<file path="src/rtl/sdram_init_refresh.sv">
module sdram_init_refresh #(
  parameter int CLK_PERIOD_PS  = 10000,
  parameter int T_POWERUP_NS   = 200000,
  parameter int T_RP_NS        = 20,
  parameter int T_RC_NS        = 70,
  parameter int T_RSC_CYC      = 2,
  parameter int INIT_REFRESHES = 8,
  parameter int T_REFI_NS      = 15625,
  parameter int DEBT_MAX       = 8,
  parameter int ADDR_W         = 12,
  parameter logic [2:0] BURST_LEN_CODE = 3'd3,
  parameter logic       BURST_TYPE     = 1'b0,
  parameter logic [2:0] CAS_LAT_CODE   = 3'd3
) (
  input  logic              clk,
  input  logic              rst_n,
  input  logic              ref_gnt,
  output logic              ready,
  output logic              ref_req,
  output logic              cke,
  output logic              cs_n,
  output logic              ras_n,
  output logic              cas_n,
  output logic              we_n,
  output logic [1:0]        ba,
  output logic [ADDR_W-1:0] addr,
  output logic [1:0]        dqm
);
  function automatic int ceil_cyc(int ns);
    return (ns * 1000 + CLK_PERIOD_PS - 1) / CLK_PERIOD_PS;
  endfunction
  function automatic int at_least2(int v);
    return (v < 2) ? 2 : v;
  endfunction

  localparam int PWR_CYC  = (ceil_cyc(T_POWERUP_NS) < 1) ? 1 : ceil_cyc(T_POWERUP_NS);
  localparam int RP_CYC   = at_least2(ceil_cyc(T_RP_NS));
  localparam int RC_CYC   = at_least2(ceil_cyc(T_RC_NS));
  localparam int RSC_CYC  = at_least2(T_RSC_CYC);
  localparam int REFI_CYC = (T_REFI_NS * 1000) / CLK_PERIOD_PS;
  localparam int CW = $clog2(PWR_CYC + RP_CYC + RC_CYC + RSC_CYC + 1);
  localparam int TW = $clog2(REFI_CYC + 1);
  localparam int RW = $clog2(INIT_REFRESHES + 1);
  localparam int DW = $clog2(DEBT_MAX + 1);

  typedef enum logic [3:0] {
    S_PWR, S_PREA, S_WRP, S_REF, S_WRC, S_MRS, S_WRSC, S_RUN, S_AREF, S_ARC
  } st_t;

  st_t            st;
  logic [CW-1:0]  cnt;
  logic [RW-1:0]  nref;
  logic [TW-1:0]  tmr;
  logic [DW-1:0]  debt;
  logic           take, expire;

  always_ff @(posedge clk) begin
    if (!rst_n) begin
      st   <= S_PWR;
      cnt  <= CW'(PWR_CYC - 1);
      nref <= '0;
    end else begin
      case (st)
        S_PWR:  if (cnt == 0) st <= S_PREA; else cnt <= cnt - 1'b1;
        S_PREA: begin cnt <= CW'(RP_CYC - 2); st <= S_WRP; end
        S_WRP:  if (cnt == 0) st <= S_REF; else cnt <= cnt - 1'b1;
        S_REF:  begin cnt <= CW'(RC_CYC - 2); st <= S_WRC; end
        S_WRC:
          if (cnt != 0) cnt <= cnt - 1'b1;
          else if (nref == RW'(INIT_REFRESHES - 1)) st <= S_MRS;
          else begin
            nref <= nref + 1'b1;
            st   <= S_REF;
          end
        S_MRS:  begin cnt <= CW'(RSC_CYC - 2); st <= S_WRSC; end
        S_WRSC: if (cnt == 0) st <= S_RUN; else cnt <= cnt - 1'b1;
        S_RUN:  if (take) st <= S_AREF;
        S_AREF: begin cnt <= CW'(RC_CYC - 2); st <= S_ARC; end
        S_ARC:  if (cnt == 0) st <= S_RUN; else cnt <= cnt - 1'b1;
        default: st <= S_PWR;
      endcase
    end
  end

  assign ready  = (st == S_RUN) || (st == S_AREF) || (st == S_ARC);
  assign take   = (st == S_RUN) && (debt != 0) && ref_gnt;
  assign expire = ready && (tmr == 0);

  always_ff @(posedge clk) begin
    if (!rst_n) begin
      tmr  <= '0;
      debt <= '0;
    end else begin
      if (st == S_WRSC && cnt == 0) tmr <= TW'(REFI_CYC - 1);
      else if (ready)               tmr <= (tmr == 0) ? TW'(REFI_CYC - 1) : tmr - 1'b1;
      case ({expire, take})
        2'b10:   if (debt != DW'(DEBT_MAX)) debt <= debt + 1'b1;
        2'b01:   debt <= debt - 1'b1;
        default: debt <= debt;
      endcase
    end
  end

  logic is_prea, is_ref, is_mrs;
  assign is_prea = (st == S_PREA);
  assign is_ref  = (st == S_REF) || (st == S_AREF);
  assign is_mrs  = (st == S_MRS);

  assign ref_req = (debt != 0) || (st == S_AREF) || (st == S_ARC);
  assign cke     = 1'b1;
  assign cs_n    = 1'b0;
  assign ras_n   = !(is_prea || is_ref || is_mrs);
  assign cas_n   = !(is_ref || is_mrs);
  assign we_n    = !(is_prea || is_mrs);
  assign ba      = 2'b00;
  assign dqm     = ready ? 2'b00 : 2'b11;

  always_comb begin
    addr = '0;
    if (is_mrs)  addr[6:0] = {CAS_LAT_CODE, BURST_TYPE, BURST_LEN_CODE};
    if (is_prea) addr[10]  = 1'b1;
  end
endmodule

</file>
<file path="config.mk">
export PLATFORM = sky130hd
export DESIGN_NAME = sdram_init_refresh
export DESIGN_NICKNAME = d
export VERILOG_FILES = /design/src/rtl/sdram_init_refresh.sv
export SDC_FILE = /design/constraint.sdc
export NUM_CORES = 1
export LEC_CHECK = 0
export ABC_AREA = 1
export BUFFER_PORTS_ARGS = -buffer_cell sky130_fd_sc_hd__buf_2
export CAP_MARGIN = 20
export CORE_UTILIZATION = 35
export DETAILED_ROUTE_END_ITERATION = 10
export GPL_TIMING_DRIVEN = 0
export HOLD_SLACK_MARGIN = 0.05
export PLACE_DENSITY = 0.64
export SLEW_MARGIN = 20
export SYNTH_ARGS = -nofsm -noshare
export SYNTH_HDL_FRONTEND = slang
export SYNTH_SLANG_ARGS = --single-unit
</file>
<file path="constraint.sdc">
create_clock -name clk -period 3.5 [get_ports clk]
set_clock_uncertainty 0.2 [all_clocks]
set_input_delay 0.175 -clock clk [delete_from_list [all_inputs] [get_ports clk]]
set_output_delay 0.175 -clock clk [all_outputs]
set_load 0.03 [all_outputs]
</file>
==> flow_summary_export.csv, run 1 <==
group,metric,value,unit
run_status,status,"finished, final reports clean",
synthesis,post_synth_num_cell_types,32,
synthesis,synthTopCellsByArea,"dfxtp_1 31%, nand2_1 13%, nor2_1 9.3%, nand3_1 6.1%, inv_1 6.0%",
worst_setup_path,startpoint,"tmr[0]",
timing,finalHoldViolations,0,
timing,setup-violations-final,0,
finish,postLayoutCellArea,2770,µm²
hold_path,hp-class,"register to register",
die,die_h,85.7,µm
timing,fin_crit_sh,0.655,
cts,post_cts_resized,0,
worst_setup_path,path_class,"register to register",
finish,final_cells,504,
drt,dr.pass1.iters,4,
worst_setup_path,worstPathArrival,2.26,ns
drt,antenna_left,0,
synthesis,postSynthAreaPerCell,6.50,µm²
drt,drt-initial-drc-count,106,
global_route,grt_util_all_layers,0.147,
timing,rsz0062_at_grt,"false",
die,initial_utilization,0.361,
synthesis,ys.flop_type,"dfxtp_1",
drt,viasPerCell,4.53,
cts,path_clk_slew,0.08,ns
cts,postCtsHoldBufs,1,
synthesis,ys_ff_latch,38,
worst_setup_path,rrSetupSlack,1.21,ns
power,vdd_drop_max,0.000385,V
worst_setup_path,ff2ff_path_depth,15,
power,cellLeakagePower,0.00134,µW
finish,syn2layout_area_growth,13.1,%
cts,postCtsSetupBuffers,0,
global_route,grt_max_degree,12,
cts,clkSinkCount,38,
placement,placed_area,2670,µm²
timing,max_freq,0.436,GHz
timing,setup_tns,0,ns
cts,ctsRootBufferMaster,"clkbuf_8",
die,rows,30,
cts,cts_tree,"done",
die,die_area,7350,µm²
synthesis,yosysWarnings,0,
synthesis,synth.top_cell.area_share,0.310,
timing,slew_violations,0,
placement,dp_slack,1.25,ns
synthesis,syn_inst,377,
timing,layout_setup_ws,1.21,ns
finish,nNetsFinal,415,
worst_setup_path,worstReg2RegEnd,"debt[2]",
cts,clk_path_buf_depth,2,
placement,place.gp.congestion,0.850,
worst_setup_path,r2r_start,"tmr[0]",
finish,n_antenna_cell,0,
drt,vias,2284,
drt,routed_wl,5120,µm
synthesis,synth_edf_count,0,
cts,cts_max_level,2,
die,coreArea,6790,µm²
cts,numCtsBuffers,5,
worst_setup_path,path_max_fanout,7,
placement,hpwl,3940,µm
synthesis,synthArstFlopShare,0,
worst_setup_path,critPathCaptureType,"register",
placement,numPortBuffers,13,
job,maxCapViolations,0,
timing,period_needed,2.29,ns
power,powerDensity,862,nW/µm²
drt,drcViolationCount,0,
global_route,grt_pass1_wl,8690,µm
synthesis,yosysSeqAreaShare,0.310,
die,io_pins,26,
global_route,overflow,0,
worst_setup_path,cp.required,3.47,ns
drt,wire_per_inst,10.2,µm
worst_setup_path,endpoint,"debt[2]",
global_route,first_global_vias,2021,
global_route,antenna_found_initial,0,
cts,clock_latency,0.29,ns
die,fp.dieW,85.7,µm
finish,drive_gt1_frac,0.145,
worst_setup_path,start_kind,"register",
synthesis,synth.largest_area_cell,"dfxtp_1",
placement,place_inst,495,
synthesis,synth_area,2450,µm²
synthesized netlist by cell type (2+ instances only):
master and instances:
a21oi_1 20, buf_2 2, buf_4 18, clkbuf_1 2
conb_1 2, dfxtp_1 38, ha_1 5, inv_1 39
inv_2 5, nand2_1 85, nand2_2 3, nand2_4 3
nand3_1 30, nand3b_1 2, nand4_1 2, nor2_1 61
nor2_2 4, nor3_1 6, o211ai_1 9, o21ai_0 9
o21ai_1 7, xor2_1 15
report_power, final:
group	internal [µW]	leakage, µW	switching (µW)
clock	159	0.0000482	156
sequential	561	0.000311	127
combinational	490	0.000978	899
routing by layer:
metal | wire, µm | GRT usage
met3 | 185 | 0.0375
met2 | 2370 | 0.252
met1 | 2510 | 0.184
met5 | 0 | 0
met4 | 57 | 0.0409
kinds of logic after synthesis:
kind of cell             synth area share
AO/OA/AOI/OAI                       0.114
other                             0.00306
AND/OR/NAND/NOR                     0.353
buffers and inverters               0.138
adder cells (fa/ha/maj)            0.0255
flip-flops                          0.310
XOR/XNOR                           0.0571
through the flow:
step | hold slack [ns] | power [µW] | util
finish | 0.275 | 2390 | 0.408
global route | 0.316 | 2630 | 0.408
CTS | 0.280 | 2410 | 0.408
detailed placement | 0.269 | 2080 | 0.393
global placement | 0.263 | 2050 | 0.393
floorplan | 0.243 | 1800 | -
cell usage in the layout (no fill, tap or decap), drive strengths merged, types with 5 or more instances in the layout:
master,n
a21oi,20
buf,34
clkbuf,9
conb,11
dfxtp,38
ha,5
inv,44
nand2,91
nand3,30
nor2,66
nor3,6
o211ai,9
o21ai,17
xor2,15
sequential cells by signal, indices dropped and copies added, names as in the netlist:
| name | flops |
|---|---|
| st | 4 |
| nref | 4 |
| tmr | 11 |
| debt | 4 |
| cnt | 15 |
cell type report:
cell class | instances | area, µm²
Fill cell | 727 | 4020
Inverter | 45 | 174
Multi-Input combinational cell | 280 | 1390
Clock inverter | 1 | 5.00
Tap cell | 96 | 120
Clock buffer | 7 | 86.3
Timing Repair Buffer | 14 | 75.1
Buffer | 23 | 164
Sequential cell | 38 | 761
worst min-delay path by stage:
stage            start      end  slack [ns]  cells past startpoint
2_1_floorplan  nref[3]  nref[3]        0.24                      2
3_3_place_gp   nref[1]  nref[1]        0.26                      2
3_5_place_dp   nref[3]  nref[3]        0.27                      2
4_1_cts        nref[3]  nref[3]        0.28                      2
5_1_grt        nref[3]  nref[3]        0.32                      2
6_report       nref[3]  nref[3]        0.27                      2
worst max-delay path, stage by stage, from the launching register on:
cell and delay (ns):
dfxtp_1 0.30, inv_1 0.17, ha_1 0.20, nand3_1 0.08, nor2_1 0.30, nand2_4 0.13, nand2_4 0.12, xor2_1 0.15
inv_1 0.05, ha_1 0.17, inv_1 0.05, nand2_1 0.06, inv_1 0.05, nand2_1 0.04, nand2_1 0.05, a21oi_1 0.05
Note: power is estimated with default switching activity, not from simulation.
==> inputs of run 2 (changes only) <==
- PLACE_DENSITY: 0.64 -> 0.66
- clock period: 3.5 -> 2 ns (I/O delays scaled with it)
==> run 2 against run 1 <==
  * Cell count rose by 1.4%
  * Global-route usage rose by 0.48 points
  * Sequential power rose by 82%
  * Fmax rose by 21%
  * Critical path depth did not move
  * Total power rose by 87%
  * Hold slack got worse by 0.16 ns
  * Design area rose by 6.0%
  * Register-to-register slack got worse by 1.1 ns
  * Flip-flop and latch count did not move
  * Setup slack got worse by 1.1 ns
  * Critical endpoint unchanged
  * Highest routed layer unchanged
==> flow_summary_export.csv, run 2 (synthesized netlist as in run 1, its figures left out) <==
group,metric,value,unit
worst_setup_path,cp.required,1.98,ns
cts,numCtsBuffers,5,
die,fp.dieW,85.7,µm
worst_setup_path,r2r_start,"tmr[1]",
die,initial_utilization,0.361,
finish,drive_gt1_frac,0.219,
timing,slew_headroom,0.662,
hold_path,hp-class,"input pin to register",
placement,hpwl,3870,µm
timing,layout_setup_ws,0.109,ns
worst_setup_path,endpoint,"debt[2]",
placement,placed_area,2670,µm²
finish,n_fill_cell,712,
power,cellLeakagePower,0.00139,µW
worst_setup_path,ff2ff_path_depth,15,
drt,viasPerCell,4.55,
global_route,overflow,0,
cts,ctsRootBufferMaster,"clkbuf_8",
worst_setup_path,rrSetupSlack,0.11,ns
global_route,antenna_found_initial,0,
worst_setup_path,path_max_fanout,5,
finish,regMostFlops,"cnt",
cts,clkSinkCount,38,
drt,wire_per_inst,10.3,µm
die,die_h,85.7,µm
global_route,grt_pass1_wl,9010,µm
finish,multi_input_area,1480,µm²
die,die_area,7350,µm²
worst_setup_path,critPathCaptureType,"register",
power,clockPowerShare,0.125,
worst_setup_path,path_class,"register to register",
finish,seqCellArea,776,µm²
power,vdd_drop_max,0.000691,V
finish,reg_top3,"cnt: 15 flops, tmr: 11 flops",
finish,largest_reg_flops,15,
cts,cts_tree,"done",
drt,drcViolationCount,0,
worst_setup_path,startpoint,"tmr[1]",
run_status,status,"finished, final reports clean",
power,powerDensity,1520,nW/µm²
cts,clock_latency,0.29,ns
worst_setup_path,worstReg2RegEnd,"debt[2]",
placement,numPortBuffers,13,
job,maxCapViolations,0,
placement,dp_slack,-0.156,ns
finish,syn2layout_area_growth,19.8,%
timing,rsz0062_at_grt,"true",
global_route,first_global_vias,2068,
drt,antenna_left,0,
power,combPwrFrac,0.595,
placement,place.gp.congestion,0.828,
timing,finalHoldViolations,0,
finish,postLayoutCellArea,2940,µm²
worst_setup_path,worstPathArrival,1.87,ns
timing,fin_crit_sh,0.946,
cts,clk_path_buf_depth,2,
timing,tightestPinTransition,0.507,ns
timing,hold_ws,0.115,ns
timing,slew_violations,0,
timing,max_freq,0.529,GHz
die,coreArea,6790,µm²
power,switchingPower,2200,µW
power,seqPwrFrac,0.279,
die,rows,30,
finish,final_common_cell,"nand2_1",
drt,vias,2325,
worst_setup_path,start_kind,"register",
timing,setup-violations-final,0,
drt,dr.pass1.iters,5,
timing,period_needed,1.89,ns
global_route,grt_util_all_layers,0.152,
drt,drt-initial-drc-count,102,
drt,routed_wl,5260,µm
die,io_pins,26,
cts,path_clk_slew,0.07,ns
cts,cts_max_level,2,
power,p_sw_frac,0.493,
hold_path,worstHoldStart,"ref_gnt",
finish,final_cell_mix,"82 x nand2_1, 56 x nor2_1, 35 x inv_1, 32 x dfxtp_1, 27 x nand3_1",
global_route,grt_max_degree,13,
timing,setup_tns,0,ns
power,finalPower,4470,µW
finish,nNetsFinal,422,
finish,n_antenna_cell,0,
power,intPower,2270,µW
==> run 2: worst min-delay path by stage <==
stage	end	slack (ns)	cells after the start
finish	st[3]	0.12	5
global route	st[3]	0.16	5
CTS	st[3]	0.20	5
detailed placement	nref[1]	0.24	3
global placement	nref[1]	0.22	3
floorplan	nref[0]	0.19	3
==> run 2: layer usage <==
| metal | global-route usage | vias up | part of all wire |
|---|---|---|---|
| met5 | 0 | - | 0 |
| li1 | - | 1243 | - |
| met3 | 0.0318 | 5 | 0.034 |
| met4 | 0.0394 | 0 | 0.0095 |
| met1 | 0.186 | 1037 | 0.49 |
| met2 | 0.271 | 40 | 0.46 |
==> run 2: per-stage QoR <==
stage	utilization	std cells
final	0.433	511
after global routing	0.433	511
after CTS	0.414	506
after detailed placement	0.394	495
after global placement	0.394	495
after floorplan	-	386
==> run 2: power by group through the flow <==
stage	combinational, µW	clock (µW)	sequential (µW)
2_1_floorplan	2010	0	1160
3_3_place_gp	2390	0	1210
3_5_place_dp	2440	0	1210
4_1_cts	2490	579	1210
5_1_grt	3010	610	1280
6_report	2660	560	1250
==> run 2: timing repair <==
item	4_1_cts	5_1_grt
endpoints found under the setup margin	2	28
setup buffers	2	5
pin swaps	2	3
resized for setup	9	26
hold buffers	1	0
hold endpoints to repair	4	0
==> run 2: area by class of cell <==
type | instances | area share
clock inverters | 2 | 0.00426
clock buffers | 6 | 0.0281
plain buffers | 23 | 0.0558
multi-input cells | 280 | 0.504
inverters | 45 | 0.0600
repair buffers | 21 | 0.0434
well taps | 96 | 0.0409
flip-flops and latches | 38 | 0.264
==> run 2: critical path, stage by stage, from the launching register on <==
cell,delay (ns)
dfxtp_2,0.34
inv_2,0.07
ha_4,0.13
nand3_2,0.09
nor2_4,0.15
nand2_4,0.07
nand2_4,0.08
xor2_1,0.14
inv_1,0.05
ha_2,0.16
inv_2,0.04
nand2_2,0.05
inv_1,0.04
nand2_1,0.04
nand2_1,0.06
a21oi_1,0.05
==> inputs of run 3 (changes only) <==
- CORE_MARGIN: unset -> 1.5
==> run 3 against run 2 <==
  * Total power increased by 1.9%
  * Highest routed layer unchanged
  * Clock power decreased by 9.8%
  * Critical path type is now register to output pin
  * Combinational power increased by 5%
  * Wire length increased by 5.5%
  * Register-to-register slack got worse by 0.02 ns
  * First-iteration DRC count increased by 44%
  * Sequential power about the same
  * Critical path depth decreased by 9
  * Sequential share of layout area decreased by 0.45 points
==> flow_summary_export.csv, run 3 (synthesized netlist as in run 1, its figures left out) <==
group,metric,value,unit
finish,reg_top3,"cnt: 15 flops, tmr: 11 flops",
drt,wire_per_inst,10.7,µm
cts,clkSinkCount,38,
finish,largest_reg_flops,15,
cts,path_clk_slew,0.07,ns
placement,numPortBuffers,13,
finish,n_antenna_cell,0,
power,powerDensity,1530,nW/µm²
drt,drcViolationCount,0,
global_route,grt_util_all_layers,0.153,
worst_setup_path,worst_path_largest_cell_delay,0.37,ns
die,die_h,86.7,µm
worst_setup_path,worstPathArrival,1.62,ns
placement,placed_area,2670,µm²
finish,multi_input_area,1500,µm²
drt,routed_wl,5550,µm
finish,final_cell_mix,"84 x nand2_1, 54 x nor2_1, 35 x inv_1, 32 x dfxtp_1, 31 x buf_4",
placement,place.gp.congestion,0.862,
global_route,overflow,0,
power,cellLeakagePower,0.00141,µW
finish,postLayoutCellArea,2980,µm²
timing,slew_violations,0,
job,maxCapViolations,0,
drt,vias,2384,
timing,tightestPinTransition,0.529,ns
cts,ctsRootBufferMaster,"clkbuf_8",
timing,slew_headroom,0.647,
power,vdd_drop_max,0.000687,V
timing,period_needed,1.92,ns
finish,final_cells,516,
timing,fin_crit_sh,0.961,
finish,regMostFlops,"cnt",
power,intPower,2300,µW
die,initial_utilization,0.361,
worst_setup_path,critPathCaptureType,"output pin",
finish,final_common_cell,"nand2_1",
placement,place_inst,495,
worst_setup_path,cp.required,1.70,ns
global_route,first_global_vias,2181,
finish,nNetsFinal,428,
die,coreArea,6790,µm²
worst_setup_path,path_max_fanout,6,
cts,cts_max_level,2,
worst_setup_path,path_cells,"inv_4 -> nand2_4 -> buf_4 -> nor2_1 -> buf_4 -> buf_2",
global_route,grt_pass1_wl,9170,µm
power,seqPwrFrac,0.276,
worst_setup_path,ff2ff_path_depth,15,
finish,drive_gt1_frac,0.229,
hold_path,hp-class,"input pin to register",
timing,max_freq,0.520,GHz
worst_setup_path,crit_cells,6,
power,switchingPower,2250,µW
worst_setup_path,start_kind,"register",
power,combPwrFrac,0.613,
finish,n_fill_cell,713,
run_status,status,"finished, final reports clean",
drt,antenna_left,0,
timing,setup-violations-final,0,
die,fp.dieW,86.7,µm
die,die_area,7520,µm²
die,io_pins,26,
drt,viasPerCell,4.62,
global_route,antenna_found_initial,0,
worst_setup_path,path_class,"register to output pin",
worst_setup_path,crit_top_cell,"buf_4",
drt,dr.pass1.iters,4,
timing,setup_tns,0,ns
global_route,grt_max_degree,11,
timing,finalHoldViolations,0,
cts,clock_latency,0.29,ns
power,clockPowerShare,0.111,
worst_setup_path,cp.buffers_inverters,4,
finish,syn2layout_area_growth,21.5,%
finish,seqCellArea,773,µm²
drt,drt-initial-drc-count,147,
worst_setup_path,critPathTopFamily,"buffers and inverters",
hold_path,hold_path_depth,5,
worst_setup_path,cpMaxStageDelayCell,"dfxtp_4",
cts,clk_path_buf_depth,2,
cts,numCtsBuffers,5,
placement,hpwl,4040,µm
power,p_sw_frac,0.494,
cts,cts_tree,"done",
die,rows,30,
-- run 3: cell types whose count changed in the layout (fill, tap and decap cells not counted), sizes merged --
cell / previous run / this run
buf: 41 / 47
clkbuf: 8 / 9
clkinv: 2 / 1
clkinvlp: 1 / 0
-- run 3: cell type report --
class | instances | share of cell area
buffer | 23 | 0.0550
clock buffer | 7 | 0.0256
inverter | 45 | 0.0592
multi-input combinational | 280 | 0.503
sequential | 38 | 0.259
tap | 96 | 0.0403
timing repair buffer | 27 | 0.0579
-- run 3: final timing paths --
path	from	end	slack, ns
hold reg to reg	nref[1]	nref[1]	0.28
setup / recovery	st[3]	addr[0]	0.08
hold / removal	ref_gnt	st[3]	0.17
setup reg to reg	tmr[1]	debt[2]	0.09
-- run 3: power by group through the flow --
stage | combinational [µW] | clock (µW) | sequential (µW)
finish | 2790 | 505 | 1260
global route | 3130 | 551 | 1300
CTS | 2560 | 525 | 1220
detailed placement | 2460 | 0 | 1210
global placement | 2390 | 0 | 1210
floorplan | 2010 | 0 | 1160
-- run 3: timing repair --
action	4_1_cts	5_1_grt
resized for setup	13	24
hold endpoints to repair	4	0
pin swaps	3	7
endpoints found under the setup margin	2	27
buffers inserted	3	10
hold buffers	1	0
-- run 3: tightest hold or removal path: stages --
cell	delay [ns]
buf_2	0.11
nand3_2	0.09
nand2_1	0.05
nand2_1	0.18
a21oi_1	0.09
-- run 3: stage by stage --
step / util / hold WS (ns) / total power (µW) / worst slack, ns
6_report: 0.439 / 0.173 / 4550 / 0.0771
5_1_grt: 0.439 / 0.228 / 4970 / -0.0361
4_1_cts: 0.414 / 0.205 / 4310 / 0.0238
3_5_place_dp: 0.394 / 0.227 / 3670 / -0.194
3_3_place_gp: 0.394 / 0.220 / 3590 / -0.150
2_1_floorplan: - / 0.185 / 3170 / 0.0184
-- run 3: metal layers --
layer | vias to the layer above | part of all wire | GRT usage
met3 | 14 | 0.039 | 0.0343
met5 | - | 0 | 0
met1 | 1067 | 0.45 | 0.175
li1 | 1251 | - | -
met4 | 0 | 0.022 | 0.0587
met2 | 52 | 0.49 | 0.276
